**src/rtl/oau_pkg.sv**
```systemverilog
package oau_pkg;

    typedef enum logic [3:0] {
        AM_DIRECT           = 4'd0,
        AM_REG_IND          = 4'd1,
        AM_BASED            = 4'd2,
        AM_INDEX            = 4'd3,
        AM_SCALED           = 4'd4,
        AM_BASE_IDX         = 4'd5,
        AM_BASE_SCALED      = 4'd6,
        AM_BASE_IDX_DISP    = 4'd7,
        AM_BASE_SCALED_DISP = 4'd8
    } am_mode_e;

    typedef struct packed {
        logic known;
        logic use_base;
        logic use_index;
        logic use_scale;
        logic use_disp;
    } term_sel_t;

endpackage

```
**src/rtl/oau_mode_decode.sv**
```systemverilog
module oau_mode_decode
    import oau_pkg::*;
(
    input  logic [3:0] mode_i,
    output term_sel_t  sel_o
);
    always_comb begin
        sel_o = '0;
        case (mode_i)
            AM_DIRECT:           sel_o = '{known: 1'b1, use_base: 1'b0, use_index: 1'b0, use_scale: 1'b0, use_disp: 1'b1};
            AM_REG_IND:          sel_o = '{known: 1'b1, use_base: 1'b1, use_index: 1'b0, use_scale: 1'b0, use_disp: 1'b0};
            AM_BASED:            sel_o = '{known: 1'b1, use_base: 1'b1, use_index: 1'b0, use_scale: 1'b0, use_disp: 1'b1};
            AM_INDEX:            sel_o = '{known: 1'b1, use_base: 1'b0, use_index: 1'b1, use_scale: 1'b0, use_disp: 1'b1};
            AM_SCALED:           sel_o = '{known: 1'b1, use_base: 1'b0, use_index: 1'b1, use_scale: 1'b1, use_disp: 1'b1};
            AM_BASE_IDX:         sel_o = '{known: 1'b1, use_base: 1'b1, use_index: 1'b1, use_scale: 1'b0, use_disp: 1'b0};
            AM_BASE_SCALED:      sel_o = '{known: 1'b1, use_base: 1'b1, use_index: 1'b1, use_scale: 1'b1, use_disp: 1'b0};
            AM_BASE_IDX_DISP:    sel_o = '{known: 1'b1, use_base: 1'b1, use_index: 1'b1, use_scale: 1'b0, use_disp: 1'b1};
            AM_BASE_SCALED_DISP: sel_o = '{known: 1'b1, use_base: 1'b1, use_index: 1'b1, use_scale: 1'b1, use_disp: 1'b1};
            default:             sel_o = '0;
        endcase
    end
endmodule

```
**src/rtl/oau_reg_pick.sv**
```systemverilog
module oau_reg_pick #(
    parameter int DATA_W   = 32,
    parameter int NUM_REGS = 8,
    parameter int SEL_W    = $clog2(NUM_REGS)
) (
    input  logic [NUM_REGS*DATA_W-1:0] regs_i,
    input  logic [SEL_W-1:0]           sel_i,
    output logic [DATA_W-1:0]          val_o
);
    logic [DATA_W-1:0] bank [NUM_REGS];

    for (genvar g = 0; g < NUM_REGS; g++) begin : g_unpack
        assign bank[g] = regs_i[g*DATA_W +: DATA_W];
    end

    assign val_o = bank[sel_i];
endmodule

```
**src/rtl/oau_ea_sum.sv**
```systemverilog
module oau_ea_sum
    import oau_pkg::*;
#(
    parameter int DATA_W   = 32,
    parameter int NARROW_W = 8,
    parameter int SCALE_W  = 2
) (
    input  term_sel_t           sel_i,
    input  logic [DATA_W-1:0]   base_i,
    input  logic [DATA_W-1:0]   index_i,
    input  logic [SCALE_W-1:0]  scale_code_i,
    input  logic [DATA_W-1:0]   disp_i,
    input  logic                disp_wide_i,
    output logic [DATA_W-1:0]   ea_o
);
    logic [DATA_W-1:0]  disp_ext;
    logic [SCALE_W-1:0] shamt;
    logic [DATA_W-1:0]  base_term;
    logic [DATA_W-1:0]  index_term;
    logic [DATA_W-1:0]  disp_term;

    always_comb begin
        disp_ext   = disp_wide_i ? disp_i
                                 : {{(DATA_W-NARROW_W){disp_i[NARROW_W-1]}}, disp_i[NARROW_W-1:0]};
        shamt      = sel_i.use_scale ? scale_code_i : '0;
        base_term  = sel_i.use_base  ? base_i : '0;
        index_term = sel_i.use_index ? (index_i << shamt) : '0;
        disp_term  = sel_i.use_disp  ? disp_ext : '0;
        ea_o       = base_term + index_term + disp_term;
    end
endmodule

```
**src/rtl/oau_top.sv**
```systemverilog
module oau_top
    import oau_pkg::*;
#(
    parameter int DATA_W   = 32,
    parameter int NUM_REGS = 8,
    parameter int SP_REG   = 4,
    parameter int SCALE_W  = 2,
    parameter int NARROW_W = 8,
    parameter int MODE_W   = 4
) (
    input  logic                       clk_i,
    input  logic                       rst_i,
    input  logic                       in_valid_i,
    output logic                       in_ready_o,
    input  logic [MODE_W-1:0]          mode_i,
    input  logic [$clog2(NUM_REGS)-1:0] base_sel_i,
    input  logic [$clog2(NUM_REGS)-1:0] index_sel_i,
    input  logic [SCALE_W-1:0]         scale_code_i,
    input  logic [DATA_W-1:0]          disp_i,
    input  logic                       disp_wide_i,
    input  logic [NUM_REGS*DATA_W-1:0] regs_i,
    input  logic [DATA_W-1:0]          seg_base_i,
    output logic                       out_valid_o,
    input  logic                       out_ready_i,
    output logic [DATA_W-1:0]          eff_addr_o,
    output logic [DATA_W-1:0]          lin_addr_o,
    output logic                       illegal_o
);
    localparam int SEL_W = $clog2(NUM_REGS);

    typedef struct packed {
        logic              valid;
        logic              illegal;
        logic [DATA_W-1:0] ea;
        logic [DATA_W-1:0] la;
    } stage_t;

    stage_t            st_d, st_q;
    term_sel_t         sel;
    logic [DATA_W-1:0] base_val, index_val, ea_raw;
    logic              accept, bad_index;

    oau_mode_decode u_dec (
        .mode_i (mode_i),
        .sel_o  (sel)
    );

    oau_reg_pick #(.DATA_W(DATA_W), .NUM_REGS(NUM_REGS), .SEL_W(SEL_W)) u_base_pick (
        .regs_i (regs_i),
        .sel_i  (base_sel_i),
        .val_o  (base_val)
    );

    oau_reg_pick #(.DATA_W(DATA_W), .NUM_REGS(NUM_REGS), .SEL_W(SEL_W)) u_index_pick (
        .regs_i (regs_i),
        .sel_i  (index_sel_i),
        .val_o  (index_val)
    );

    oau_ea_sum #(.DATA_W(DATA_W), .NARROW_W(NARROW_W), .SCALE_W(SCALE_W)) u_sum (
        .sel_i        (sel),
        .base_i       (base_val),
        .index_i      (index_val),
        .scale_code_i (scale_code_i),
        .disp_i       (disp_i),
        .disp_wide_i  (disp_wide_i),
        .ea_o         (ea_raw)
    );

    assign in_ready_o = !st_q.valid || out_ready_i;
    assign accept     = in_valid_i && in_ready_o;
    assign bad_index  = sel.use_index && (index_sel_i == SEL_W'(SP_REG));

    always_comb begin
        st_d = st_q;
        if (accept) begin
            st_d.valid   = 1'b1;
            st_d.illegal = !sel.known || bad_index;
            if (st_d.illegal) begin
                st_d.ea = '0;
                st_d.la = '0;
            end else begin
                st_d.ea = ea_raw;
                st_d.la = seg_base_i + ea_raw;
            end
        end else if (out_ready_i) begin
            st_d.valid = 1'b0;
        end
    end

    always_ff @(posedge clk_i) begin
        if (rst_i) st_q <= '0;
        else       st_q <= st_d;
    end

    assign out_valid_o = st_q.valid;
    assign illegal_o   = st_q.illegal;
    assign eff_addr_o  = st_q.ea;
    assign lin_addr_o  = st_q.la;
endmodule

```
**config.mk**
```make
export PLATFORM = sky130hd
export DESIGN_NAME = oau_top
export DESIGN_NICKNAME = d
export VERILOG_FILES = /design/src/rtl/oau_pkg.sv /design/src/rtl/oau_mode_decode.sv /design/src/rtl/oau_reg_pick.sv /design/src/rtl/oau_ea_sum.sv /design/src/rtl/oau_top.sv
export SDC_FILE = /design/constraint.sdc
export NUM_CORES = 1
export LEC_CHECK = 0
export ABC_AREA = 1
export BUFFER_PORTS_ARGS = -buffer_cell sky130_fd_sc_hd__buf_2
export CAP_MARGIN = 20
export CORE_MARGIN = 2
export CORE_UTILIZATION = 53
export CTS_CLUSTER_DIAMETER = 60
export DETAILED_ROUTE_END_ITERATION = 12
export PLACE_DENSITY = 0.83
export SLEW_MARGIN = 25
export SYNTH_ARGS = -nofsm -noshare
export SYNTH_HDL_FRONTEND = slang
export SYNTH_SLANG_ARGS = --single-unit
```
**constraint.sdc**
```tcl
create_clock -name clk_i -period 6 [get_ports clk_i]
set_input_delay 0.6 -clock clk_i [delete_from_list [all_inputs] [get_ports clk_i]]
set_output_delay 0.6 -clock clk_i [all_outputs]
set_load 0.02 [all_outputs]
```
==> out/metrics.yaml, run 1 <==
path_clk_slew_ns: 0.06
synth_cell_types: 48
netlist_top_cells_area: "nand2_1 17%, dfxtp_1 11%, a21oi_1 11%"
ys.flop_type: "dfxtp_1"
cpPeakStageDelay_ns: 0.51
grt_first_pass_wirelength_mm: 84.39
grt_antenna_before_repair: 4
synthArstFlopShare: 0
critPathKind: "input pin to flip-flop"
synth_top_family_by_area: "compound AO/OA/AOI/OAI gates"
leakagePower_nw: 8.248
cts_tree: "built"
reg2reg_slack_ns: 3.00
hold_depth: 2
yosysSeqAreaShare: 0.1085
slew_violations: 0
cts_buffers: 9
crit_family: "simple AND/OR/NAND/NOR gates"
synth_compound_area_frac: 0.3334
arrival_ns: 5.91
cp_num_cells: 28
final_common_cell: "nand2_1"
p_sw_mw: 2.380
htreeDepth: 3
finClkSkew_ns: 0.01006
synth_seq_cells: 66
grt_pass1_vias: 16471
hold_viol: 0
hpwlAfterDp_mm: 44.08
status: "completed"
pwr_density_cell_mw_per_mm2: 292.0
drc: 0
first_iter_violations: 2153
fin_crit_sh: 0.9541
crit_required_ns: 6.19
yosysTopAreaCell: "nand2_1"
syn_nets: 2590
final.min_clock_period_ns: 5.725
synthSimpleGateAreaFrac: 0.2869
slew_headroom: 0.3935
core.rowCount: 55
cts_buffer_depth: 2
die_h_um: 155.6
die_x_um: 155.6
port_buffers: 403
combPwrFrac: 0.764
ir_drop_uv: 208.5
grt.overflow.total: 0
multi_input_area_sq_mm: 0.009428
die_area_sq_mm: 0.02420
start_util: 0.5393
cap_violations: 0
post-route-util: 0.7044
setup_violations: 0
p_sw_frac: 0.5127
rsz0062_at_grt: "yes"
detail-route-antenna-nets: 0
pre_cts_slack_ns: -0.1458
drt_wl_total_mm: 55.16
synth_xor_area_frac: 0.01871
worst_pin_slew_ns: 0.9084
muxShareOfSynthArea: 0
via_per_inst: 6.091
p_total_mw: 4.643
start_kind: "input pin"
nets: 3030
seqCellArea_sq_mm: 0.001321
synth_top_area_frac: 0.1721
fillers: 2103
grt_start_max_net_pins: 100
cts.sinks: 66
drive_above_1_share: 0.2445
syn_to_final_growth_pct: 30.62
first_pass_iters: 8
synth_area_per_cell_sq_um: 5.657
core_sq_mm: 0.02257
root_buffer: "clkbuf_16"
clkLatencyLatePin_ns: 0.34
ctsHoldBuffers: 0
critical_path.slowest_cell: "fa_1"
yosysWarnings: 0
max_freq_mhz: 174.7
worst_slack_ns: 0.2753
cp.buffers_inverters: 6
syn-cell-area_sq_mm: 0.01217
hold_path_class: "flip-flop to flip-flop"
gp_congestion: 1.031
post_drt_wl_per_cell_um: 19.11
pwr-share-seq: 0.119
ioPinCount: 404
mostFrequentLayoutCells: "557 x nand2_1, 400 x buf_2, 256 x a21oi_1"
p_int_mw: 2.263
clkPwrFrac: 0.117
syn_inst: 2152
reg2regPathDepth: 8
end_kind: "flip-flop"
grt_use_total: 0.4361
synth_enable_flop_cells: 0
vias: 17579
worstPathMaxFanout: 7
synth_fa_ha_area_frac: 0.1242
==> routing by layer <==
metal,vias to the layer above,share of wire,global-route usage
li1,8197,-,-
met4,0,0.076,0.2796
met2,1222,0.46,0.7358
met1,7875,0.37,0.5094
met3,285,0.10,0.08028
met5,-,0,0
==> path summary, 6_finish.rpt <==
path | start | to
worst max-delay path | index_sel_i[0] | lin_addr_o[25]
worst min-delay path | lin_addr_o[25] | lin_addr_o[25]
worst max register to register | out_valid_o | lin_addr_o[18]
worst min register to register | lin_addr_o[25] | lin_addr_o[25]
==> final cells by class <==
class                   instances  area share
flip-flops and latches         66     0.08310
repair buffers                565      0.2196
clock buffers                  10     0.01503
inverters                     263     0.06224
well taps                     285     0.02243
clock inverters                 6    0.004013
multi-input cells            1687      0.5929
diodes                          4   0.0006295
==> worst register-to-register path: stages (launching register included) <==
cell and delay (ns):
dfxtp_1 0.34, nand2_1 0.09, nand2_2 0.06, buf_4 0.55, inv_1 0.15, nand2_1 0.62, inv_2 0.60, nand3_1 0.33
a21oi_1 0.10
==> cell usage after synthesis, types with 7 or more instances <==
| library cell | count |
|---|---|
| a21o_1 | 12 |
| a21oi_1 | 261 |
| a221oi_1 | 29 |
| a31oi_1 | 41 |
| buf_1 | 18 |
| buf_2 | 24 |
| clkbuf_1 | 88 |
| dfxtp_1 | 66 |
| fa_1 | 33 |
| ha_1 | 68 |
| inv_1 | 255 |
| inv_2 | 7 |
| nand2_1 | 558 |
| nand3_1 | 112 |
| nand4_1 | 11 |
| nor2_1 | 141 |
| nor3_1 | 16 |
| o211ai_1 | 89 |
| o21ai_0 | 175 |
| o21ai_1 | 10 |
| o22ai_1 | 56 |
| or2_2 | 10 |
| xnor2_1 | 10 |
| xor2_1 | 16 |
==> state kept, by name, indices dropped and copies added, names as in the netlist <==
signal / count
eff_addr_o: 32
illegal_o: 1
out_valid_o: 1
lin_addr_o: 32
==> power by group through the flow <==
stage / Clock, mW / Combinational (mW) / Sequential, mW
after detailed placement: 0 / 3.34 / 0.560
after global placement: 0 / 3.30 / 0.558
after CTS: 0.543 / 3.37 / 0.551
final: 0.545 / 3.55 / 0.552
after floorplan: 0 / 1.86 / 0.639
after global routing: 0.561 / 3.86 / 0.558
==> kinds of logic (layout without fill, tap and decap cells) <==
kind of cell | count (synthesis) | count (layout)
simple gates | 862 | 862
compound gates | 698 | 698
buf+inv | 399 | 844
fa+ha+maj | 101 | 101
flops | 66 | 66
xor+xnor | 26 | 26
other cells | 0 | 4
==> metrics by stage <==
stage	hold WS, ns	TNS (ns)	cells	cell area, sq um
2_1_floorplan	0.5450	0	2152	12170
5_1_grt	0.4759	-0.09216	2885	15900
4_1_cts	0.4622	0	2879	15660
3_5_place_dp	0.4532	-0.4096	2863	15360
3_3_place_gp	0.4491	-0.1805	2863	15360
6_report	0.4636	0	2886	15900
==> what timing repair did <==
item                                    in CTS  in global routing
endpoints found under the setup margin       0                 15
buffers inserted                             0                  1
resized for setup                            0                 43
hold endpoints to repair                     0                  0
Note: power is estimated with default switching activity, not from simulation.
==> run 2, diff against run 1 <==
--- a/config.mk
+++ b/config.mk
@@ -13,6 +13,7 @@
 export CTS_CLUSTER_DIAMETER = 60
 export DETAILED_ROUTE_END_ITERATION = 12
 export PLACE_DENSITY = 0.83
+export RECOVER_POWER = 50
 export SLEW_MARGIN = 25
 export SYNTH_ARGS = -nofsm -noshare
 export SYNTH_HDL_FRONTEND = slang
==> run 2 against run 1 <==
Setup slack better by 0.0048 ns; via count about the same; utilization down 0.35 points; largest cell class unchanged; hold slack better by 0.0038 ns; highest routed layer unchanged; global-route usage unchanged; die area unchanged; largest power group unchanged.
==> out/metrics.yaml, run 2 (synthesized netlist as in run 1, its figures left out) <==
fillers: 2154
cts_buffer_depth: 2
hold_path_class: "flip-flop to flip-flop"
slew_headroom: 0.3825
min_from: "lin_addr_o[15]"
ioPinCount: 404
rsz0062_at_grt: "yes"
gp_congestion: 1.031
final.min_clock_period_ns: 5.720
reg2regPathDepth: 8
critPathKind: "input pin to flip-flop"
path_clk_slew_ns: 0.06
grt_pass1_vias: 16471
hpwlAfterDp_mm: 44.08
cts_tree: "built"
start_util: 0.5393
grt_start_max_net_pins: 100
syn_to_final_growth_pct: 29.97
cap_violations: 0
cts_buffers: 9
crit_required_ns: 6.19
fin_crit_sh: 0.9533
final_cell_area_sq_mm: 0.01582
vias: 17563
die_h_um: 155.6
grt_first_pass_wirelength_mm: 84.39
hold_depth: 2
die_area_sq_mm: 0.02420
placed_cell_area_sq_mm: 0.01536
htreeDepth: 3
drive_above_1_share: 0.2203
final_common_cell: "nand2_1"
ir_drop_uv: 208.8
hold_path_end: "lin_addr_o[15]"
nets: 3030
worstPathMaxFanout: 7
end_kind: "flip-flop"
p_total_mw: 4.624
drt_wl_total_mm: 55.14
arrival_ns: 5.91
root_buffer: "clkbuf_16"
post_drt_wl_per_cell_um: 19.10
r2r_end: "lin_addr_o[18]"
finClkSkew_ns: 0.008665
max_freq_mhz: 174.8
post-route-util: 0.7009
pre_cts_slack_ns: -0.1458
grt.overflow.total: 0
instances_no_fill: 2886
worst_slack_ns: 0.2801
grt_antenna_before_repair: 4
core_sq_mm: 0.02257
drc: 0
slew_violations: 0
setup_violations: 0
worst_pin_slew_ns: 0.9248
pwr_density_cell_mw_per_mm2: 292.2
clkLatencyLatePin_ns: 0.34
detail-route-antenna-nets: 0
first_pass_iters: 7
start_kind: "input pin"
reg2reg_slack_ns: 2.98
leakagePower_nw: 7.986
cts.sinks: 66
grt_use_total: 0.4361
port_buffers: 403
core.rowCount: 55
status: "completed"
mostFrequentLayoutCells: "557 x nand2_1, 337 x buf_2, 256 x a21oi_1"
via_per_inst: 6.086
r2r-start: "out_valid_o"
die_x_um: 155.6
hold_viol: 0
first_iter_violations: 2053
dp.cells: 2863
-- run 2: how the worst max path moves through the flow --
| stage | from | end | slack, ns | cells past startpoint |
|---|---|---|---|---|
| after detailed placement | index_sel_i[1] | lin_addr_o[31] | -0.15 | 28 |
| after global placement | index_sel_i[1] | lin_addr_o[31] | -0.09 | 28 |
| after global routing | mode_i[0] | lin_addr_o[22] | -0.04 | 34 |
| final | index_sel_i[0] | lin_addr_o[25] | 0.28 | 28 |
| after floorplan | index_sel_i[1] | lin_addr_o[31] | 0.64 | 31 |
| after CTS | index_sel_i[1] | lin_addr_o[31] | 0.20 | 28 |
-- run 2: area by class of cell --
cell class	count	area, sq um	share of cell area
Timing Repair Buffer	565	3413	0.2157
Multi-Input combinational cell	1687	9428	0.5959
Clock inverter	6	63.81	0.004033
Sequential cell	66	1321	0.08351
Tap cell	285	356.6	0.02254
Clock buffer	10	239.0	0.01510
Inverter	263	989.7	0.06255
Antenna cell	4	10.01	0.0006327
-- run 2: worst max-delay path, stage by stage --
cell and delay [ns]:
buf_4 0.15, clkinv_2 0.17, buf_4 0.16, a21oi_1 0.06
o21ai_0 0.31, a31oi_1 0.17, or2_2 0.31, fa_1 0.51
inv_1 0.05, ha_1 0.21, fa_1 0.48, nand4_1 0.11
o211ai_1 0.12, buf_4 0.17, buf_4 0.12, xor2_1 0.35
ha_1 0.29, nand2_1 0.13, nor2_1 0.28, nand3_1 0.12
nand3_1 0.17, a21oi_2 0.11, o21bai_1 0.32, nand2_1 0.14
nand2_1 0.09, nand2_1 0.05, nand3_1 0.09, a21oi_1 0.08
-- run 2: report_power, final --
part	internal, mW	total [mW]	leakage (nW)	switching, mW
Sequential	0.510	0.554	0.539	0.0440
Clock	0.333	0.546	0.145	0.213
Combinational	1.40	3.52	7.30	2.12
Total	2.24	4.62	7.99	2.38
-- run 2: what timing repair did --
| item | CTS | global route |
|---|---|---|
| endpoints found under the setup margin | 0 | 15 |
| hold buffers | 0 | 0 |
| hold endpoints to repair | 0 | 0 |
| setup buffers | 0 | 1 |
| gates resized for setup | 0 | 43 |
-- run 2: metal layers --
layer,GRT usage,share of wire
met5,0,0
met4,0.2796,0.075
met3,0.08028,0.098
met2,0.7358,0.46
met1,0.5094,0.37
-- run 2: per-stage QoR --
step | TNS (ns) | hold slack [ns]
5_1_grt | -0.09216 | 0.4789
6_report | 0 | 0.4674
3_3_place_gp | -0.1805 | 0.4491
2_1_floorplan | 0 | 0.5450
3_5_place_dp | -0.4096 | 0.4532
4_1_cts | 0 | 0.4622
